===== src/rtl/xh_pkg.sv =====
// Package xh_pkg: shared types for the external transceiver handoff block.
// Assumes nothing beyond IEEE 1800-2017 enum support.
package xh_pkg;

    // Handoff controller state: internal transmitter active, waiting for
    // external link, or external device holding the cable.
    typedef enum logic [1:0] {
        HS_IDLE = 2'd0,
        HS_WAIT = 2'd1,
        HS_HELD = 2'd2
    } hs_state_t;

endpackage


===== src/rtl/xh_adv_merge.sv =====
// Module xh_adv_merge: merges the T4 strap into the advertisement ability
// bits. Pure combinational; assumes T4_BIT < ABIL_W.
module xh_adv_merge #(
    parameter int ABIL_W = 8,
    parameter int T4_BIT = 4
) (
    input  logic              strap_i,
    input  logic [ABIL_W-1:0] word_i,
    output logic [ABIL_W-1:0] word_o
);

    // One slice per ability bit; only the T4 position takes the strap.
    for (genvar b = 0; b < ABIL_W; b++) begin : g_bit
        if (b == T4_BIT) begin : g_t4
            assign word_o[b] = word_i[b] | strap_i;
        end else begin : g_pass
            assign word_o[b] = word_i[b];
        end
    end

endmodule


===== src/rtl/xh_link_timer.sv =====
// Module xh_link_timer: counts cycles while run_i is high and flags the
// last permitted cycle of the link-wait window. Assumes LINK_WAIT >= 2.
module xh_link_timer #(
    parameter int LINK_WAIT = 250000
) (
    input  logic clk,
    input  logic rst_n,
    input  logic run_i,
    output logic last_o
);

    localparam int CNT_W = $clog2(LINK_WAIT);
    localparam logic [CNT_W-1:0] LAST_V = CNT_W'(LINK_WAIT - 1);

    logic [CNT_W-1:0] cnt_q;

    // Flag the final wait cycle.
    assign last_o = (cnt_q == LAST_V);

    // Count up while running, saturating at the last value; clear otherwise.
    always_ff @(posedge clk) begin
        if (!rst_n) begin
            cnt_q <= '0;
        end else if (!run_i) begin
            cnt_q <= '0;
        end else if (!last_o) begin
            cnt_q <= cnt_q + 1'b1;
        end
    end

endmodule


===== src/rtl/xh_handoff_fsm.sv =====
// Module xh_handoff_fsm: sequences idle -> wait for external link -> held,
// falling back with a one-cycle restart pulse on timeout or link loss.
// Assumes done_i is a single-cycle strobe and sel_t4_i is valid with it.
module xh_handoff_fsm
    import xh_pkg::*;
(
    input  logic      clk,
    input  logic      rst_n,
    input  logic      done_i,
    input  logic      sel_t4_i,
    input  logic      link_i,
    input  logic      wait_last_i,
    output hs_state_t state_o,
    output logic      restart_o
);

    hs_state_t st_q, st_d;
    logic      rst_req_d, rst_req_q;

    // Next-state and fallback decision.
    always_comb begin
        st_d      = st_q;
        rst_req_d = 1'b0;
        unique case (st_q)
            HS_IDLE: begin
                if (done_i && sel_t4_i) st_d = HS_WAIT;
            end
            HS_WAIT: begin
                if (link_i) begin
                    st_d = HS_HELD;
                end else if (wait_last_i) begin
                    st_d      = HS_IDLE;
                    rst_req_d = 1'b1;
                end
            end
            HS_HELD: begin
                if (!link_i) begin
                    st_d      = HS_IDLE;
                    rst_req_d = 1'b1;
                end
            end
            default: st_d = HS_IDLE;
        endcase
    end

    // State and restart pulse registers.
    always_ff @(posedge clk) begin
        if (!rst_n) begin
            st_q      <= HS_IDLE;
            rst_req_q <= 1'b0;
        end else begin
            st_q      <= st_d;
            rst_req_q <= rst_req_d;
        end
    end

    assign state_o   = st_q;
    assign restart_o = rst_req_q;

endmodule


===== src/rtl/xcvr_handoff_ctrl.sv =====
// Module xcvr_handoff_ctrl: top of the external transceiver handoff block.
// Merges the T4 advertisement, and after a T4 negotiation result hands the
// cable to the external device for as long as its link holds.
// Assumes all inputs are synchronous to clk; reset is synchronous, active low.
module xcvr_handoff_ctrl
    import xh_pkg::*;
#(
    parameter int                ABIL_W    = 8,
    parameter int                T4_BIT    = 4,
    parameter int                MODE_W    = 3,
    parameter logic [MODE_W-1:0] MODE_T4   = 3'd4,
    parameter int                LINK_WAIT = 250000
) (
    input  logic              clk,
    input  logic              rst_n,
    input  logic              adv_pin_i,
    input  logic [ABIL_W-1:0] adv_reg_i,
    output logic [ABIL_W-1:0] adv_word_o,
    output logic              adv_t4_o,
    input  logic              neg_done_i,
    input  logic [MODE_W-1:0] neg_mode_i,
    input  logic              ext_link_i,
    output logic              ext_en_o,
    output logic              tx_hiz_o,
    output logic              restart_o
);

    hs_state_t st_q;
    logic      wait_last;
    logic      sel_t4;

    // Decode the negotiated mode.
    assign sel_t4 = (neg_mode_i == MODE_T4);

    xh_adv_merge #(
        .ABIL_W (ABIL_W),
        .T4_BIT (T4_BIT)
    ) adv_i (
        .strap_i (adv_pin_i),
        .word_i  (adv_reg_i),
        .word_o  (adv_word_o)
    );

    assign adv_t4_o = adv_word_o[T4_BIT];

    xh_link_timer #(
        .LINK_WAIT (LINK_WAIT)
    ) tmr_i (
        .clk    (clk),
        .rst_n  (rst_n),
        .run_i  (st_q == HS_WAIT),
        .last_o (wait_last)
    );

    xh_handoff_fsm fsm_i (
        .clk         (clk),
        .rst_n       (rst_n),
        .done_i      (neg_done_i),
        .sel_t4_i    (sel_t4),
        .link_i      (ext_link_i),
        .wait_last_i (wait_last),
        .state_o     (st_q),
        .restart_o   (restart_o)
    );

    // External device owns the cable in every state but idle.
    assign ext_en_o = (st_q != HS_IDLE);
    assign tx_hiz_o = (st_q == HS_WAIT) || (st_q == HS_HELD);

endmodule


===== config.mk =====
export PLATFORM = sky130hd
export DESIGN_NAME = xcvr_handoff_ctrl
export DESIGN_NICKNAME = d
export VERILOG_FILES = /design/src/rtl/xh_pkg.sv /design/src/rtl/xh_adv_merge.sv /design/src/rtl/xh_link_timer.sv /design/src/rtl/xh_handoff_fsm.sv /design/src/rtl/xcvr_handoff_ctrl.sv
export SDC_FILE = /design/constraint.sdc
export NUM_CORES = 1
export LEC_CHECK = 0
export ABC_AREA = 1
export BUFFER_PORTS_ARGS = -buffer_cell sky130_fd_sc_hd__buf_2
export CELL_PAD_IN_SITES_DETAIL_PLACEMENT = 1
export CELL_PAD_IN_SITES_GLOBAL_PLACEMENT = 1
export CORE_MARGIN = 4
export CORE_UTILIZATION = 37
export DETAILED_ROUTE_END_ITERATION = 16
export HOLD_SLACK_MARGIN = 0.12
export PLACE_DENSITY_LB_ADDON = 0.25
export SETUP_SLACK_MARGIN = 0.2
export SYNTH_ARGS = -nofsm -noshare
export SYNTH_HDL_FRONTEND = slang
export SYNTH_SLANG_ARGS = --single-unit

===== constraint.sdc =====
create_clock -name clk -period 1.45 [get_ports clk]
set_input_delay 0.0725 -clock clk [delete_from_list [all_inputs] [get_ports clk]]
set_output_delay 0.0725 -clock clk [all_outputs]
set_load 0.005 [all_outputs]

==> flow_metrics.env <==
export IMPL_grt_max_degree=13
export IMPL_worstReg2RegStart="tmr_i.cnt_q[1]"
export IMPL_worstHoldPathType="input port to primary output"
export IMPL_synth_distinct_cells=25
export IMPL_min_from="adv_reg_i[0]"
export IMPL_max_freq_mhz=776
export IMPL_num_io_pins=28
export IMPL_synth_warnings=0
export IMPL_nFillCells=417
export IMPL_post_drt_wl_per_cell_um=13.8
export IMPL_syn_to_final_growth_pct=30.9
export IMPL_worstPathArrival_ps=1550
export IMPL_vias=1168
export IMPL_dieArea_sq_um=4240
export IMPL_clk_pin_slew_ps=130
export IMPL_routed_via_density=4.97
export IMPL_hold_viol_final=0
export IMPL_finalSetupViolCount=0
export IMPL_ctsHtreeMaxLevel=1
export IMPL_drc=0
export IMPL_clk_latency_ps=310
export IMPL_crit_chain="ha_4 -> nand3_4 -> nor2_4 -> nand2_4 -> buf_6 -> nand2_2 -> o21ai_1 -> nor2_1"
export IMPL_root_buffer="clkbuf_4"
export IMPL_end_kind="flop"
export IMPL_syn_area_sq_um=1210
export IMPL_grt_pass1_vias=1247
export IMPL_dpl_hpwl_mm=2.19
export IMPL_max_cap_viol_count=0
export IMPL_firstDrtPassIters=4
export IMPL_routabilityCongestion=0.858
export IMPL_rr_worst_depth=8
export IMPL_worstHoldPathCells=0
export IMPL_slew_viol_final=0
export IMPL_reg2reg_slack_ps=160
export IMPL_wirelength_mm=3.25
export IMPL_synthCells=165
export IMPL_cts_tree="done"
export IMPL_final_seq_area_sq_um=450
export IMPL_cpMaxStageDelayCell="dfxtp_4"
export IMPL_multi_input_comb_area_sq_um=738
export IMPL_finalPower_mw=1.14
export IMPL_setup_tns_ps=0
export IMPL_portBuffers=13
export IMPL_status="complete, no violations"
export IMPL_num_rows=20
export IMPL_seq_area_frac_synth_pct=34.8
export IMPL_min_period_ps=1290
export IMPL_peakVddDrop_uv=411
export IMPL_drtAntennaViolNets=0
export IMPL_reg2reg_to="tmr_i.cnt_q[2]"
export IMPL_synth_area_per_cell_sq_um=7.32
export IMPL_fp_dieW_um=65.1
export IMPL_worst_pin_slew_ps=277
export IMPL_slew_headroom_pct=81.4
export IMPL_start_util_pct=39.2
export IMPL_grt_pass1_wl_mm=5.39
export IMPL_cp_top_family="simple AND/OR/NAND/NOR gates"
export IMPL_worstPathMaxFanout=7
export IMPL_path_class="flop to flop"
export IMPL_die_height_um=65.1
export IMPL_rsz0062_at_grt="true"
export IMPL_finalNetCount=212
export IMPL_min_to="adv_word_o[0]"
export IMPL_core_sq_um=3080
export IMPL_crit_path_max_incr_delay_ps=400
export IMPL_utilization_pct=51.3
export IMPL_skew_ps=4.82
export IMPL_cp_start_kind="flop"
export IMPL_clock_path_buffers=2
export IMPL_drive_above_1_share_pct=45.5
export IMPL_p_leak_nw=0.648
export IMPL_grt_usage_pct=16.5
export IMPL_holdWs_ps=145
export IMPL_required_ps=1710
export IMPL_grt_ovfl_total=0
export IMPL_crit_buf_inv=1
export IMPL_diodes=0
export IMPL_synth_fp_nets=185
export IMPL_drtIter0Drc=33
export IMPL_clock_sinks=21
export IMPL_p_per_area_nw_per_um2=719
export IMPL_ys_seq_elements=21
export IMPL_antenna_found_initial=0
export IMPL_numCtsBuffers=3
export IMPL_timing_final_crit_share_pct=88.9
-- cell usage after synthesis, drive strengths merged --
cell type / instances / area [sq um]
a21oi: 17 / 85.1
a22oi: 1 / 7.51
a31oi: 1 / 6.26
buf: 9 / 71.3
clkinv: 2 / 7.51
dfxtp: 21 / 420
ha: 4 / 50.1
inv: 23 / 86.3
nand2: 27 / 121
nand3: 13 / 70.1
nand4: 2 / 12.5
nor2: 20 / 103
nor3: 7 / 40.0
nor3b: 4 / 50.1
o21a: 2 / 15.0
o21ai: 11 / 55.1
or2: 1 / 6.26
-- placed cells by master, fill, tap and decap left out, types with 2 or more instances in the layout --
cell,count
nand2_4,4
clkbuf_4,3
nand3_1,9
ha_4,2
nor3b_2,3
inv_2,6
nand2_2,6
nor2_2,4
o21ai_1,5
nand2_1,17
dfxtp_1,7
o21a_1,2
nor2_4,4
a21oi_1,16
o21ai_0,6
inv_1,16
dfxtp_2,9
buf_2,13
clkinv_1,2
nor3_1,6
nor2_1,12
dfxtp_4,5
nand3_2,2
nand3_4,2
buf_6,2
nand4_1,2
buf_4,13
dlygate4sd3_1,2
-- registers in the layout, summed over array words and instances (netlist names) --
signal and flops:
tmr_i.cnt_q 18, fsm_i.state_o 2, fsm_i.restart_o 1
-- how the worst max path moves through the flow --
stage | start | endpoint | slack (ps) | depth (start not counted)
2_1_floorplan | tmr_i.cnt_q[0] | tmr_i.cnt_q[0] | 210 | 7
3_3_place_gp | tmr_i.cnt_q[0] | fsm_i.state_o[1] | 100 | 8
3_5_place_dp | tmr_i.cnt_q[0] | fsm_i.state_o[1] | -4 | 8
4_1_cts | tmr_i.cnt_q[0] | tmr_i.cnt_q[0] | 200 | 7
5_1_grt | tmr_i.cnt_q[1] | tmr_i.cnt_q[2] | 60 | 8
6_report | tmr_i.cnt_q[1] | tmr_i.cnt_q[2] | 160 | 8
-- report_power, final --
| part | switching (mW) | total (mW) | internal [mW] |
|---|---|---|---|
| Clock | 0.194 | 0.297 | 0.103 |
| Sequential | 0.0140 | 0.599 | 0.585 |
| Combinational | 0.128 | 0.240 | 0.112 |
-- cells by family after synthesis --
logic type	after synthesis	share of synthesized area, %
AND/OR/NAND/NOR	74	33.4
AO/OA/AOI/OAI	32	14.0
flip-flops	21	34.8
adder cells (fa/ha/maj)	4	4.15
buffers and inverters	34	13.7
-- repair_timing --
action	CTS	global route
buffers inserted	9	3
endpoints found under the hold margin	3	0
setup endpoints to repair	22	22
hold buffers	2	0
cloned	0	1
pin swaps	5	7
gates resized for setup	27	23
-- final cells by class --
| class | instances | share of cell area (%) |
|---|---|---|
| Tap cell | 44 | 3.48 |
| Multi-Input combinational cell | 110 | 46.7 |
| Inverter | 25 | 6.10 |
| Timing Repair inverter | 1 | 0.475 |
| Sequential cell | 21 | 28.5 |
| Clock buffer | 3 | 1.43 |
| Clock inverter | 1 | 0.317 |
| Timing Repair Buffer | 30 | 13.0 |
-- per-layer routing --
layer	track usage [%]	share of wire [%]	wire, um
met5	0	0	0
met1	17.4	41	1320
met2	31.0	55	1790
met4	7.77	2.4	77
met3	3.25	1.6	52
-- stage by stage --
step	setup slack (ps)	instances	instance area (sq um)
2_1_floorplan	208	165	1210
3_3_place_gp	96.4	216	1290
3_5_place_dp	-3.88	216	1290
4_1_cts	196	231	1480
5_1_grt	55.4	235	1580
6_report	161	235	1580
-- worst reg2reg max path, delay by kind of cell (launching register included) --
kind / cells / cell delay (ps)
buf+inv: 1 / 150
simple gates: 5 / 490
fa+ha+maj: 1 / 150
flops: 1 / 400
compound gates: 1 / 60
Power figures use the tool's default switching activity.
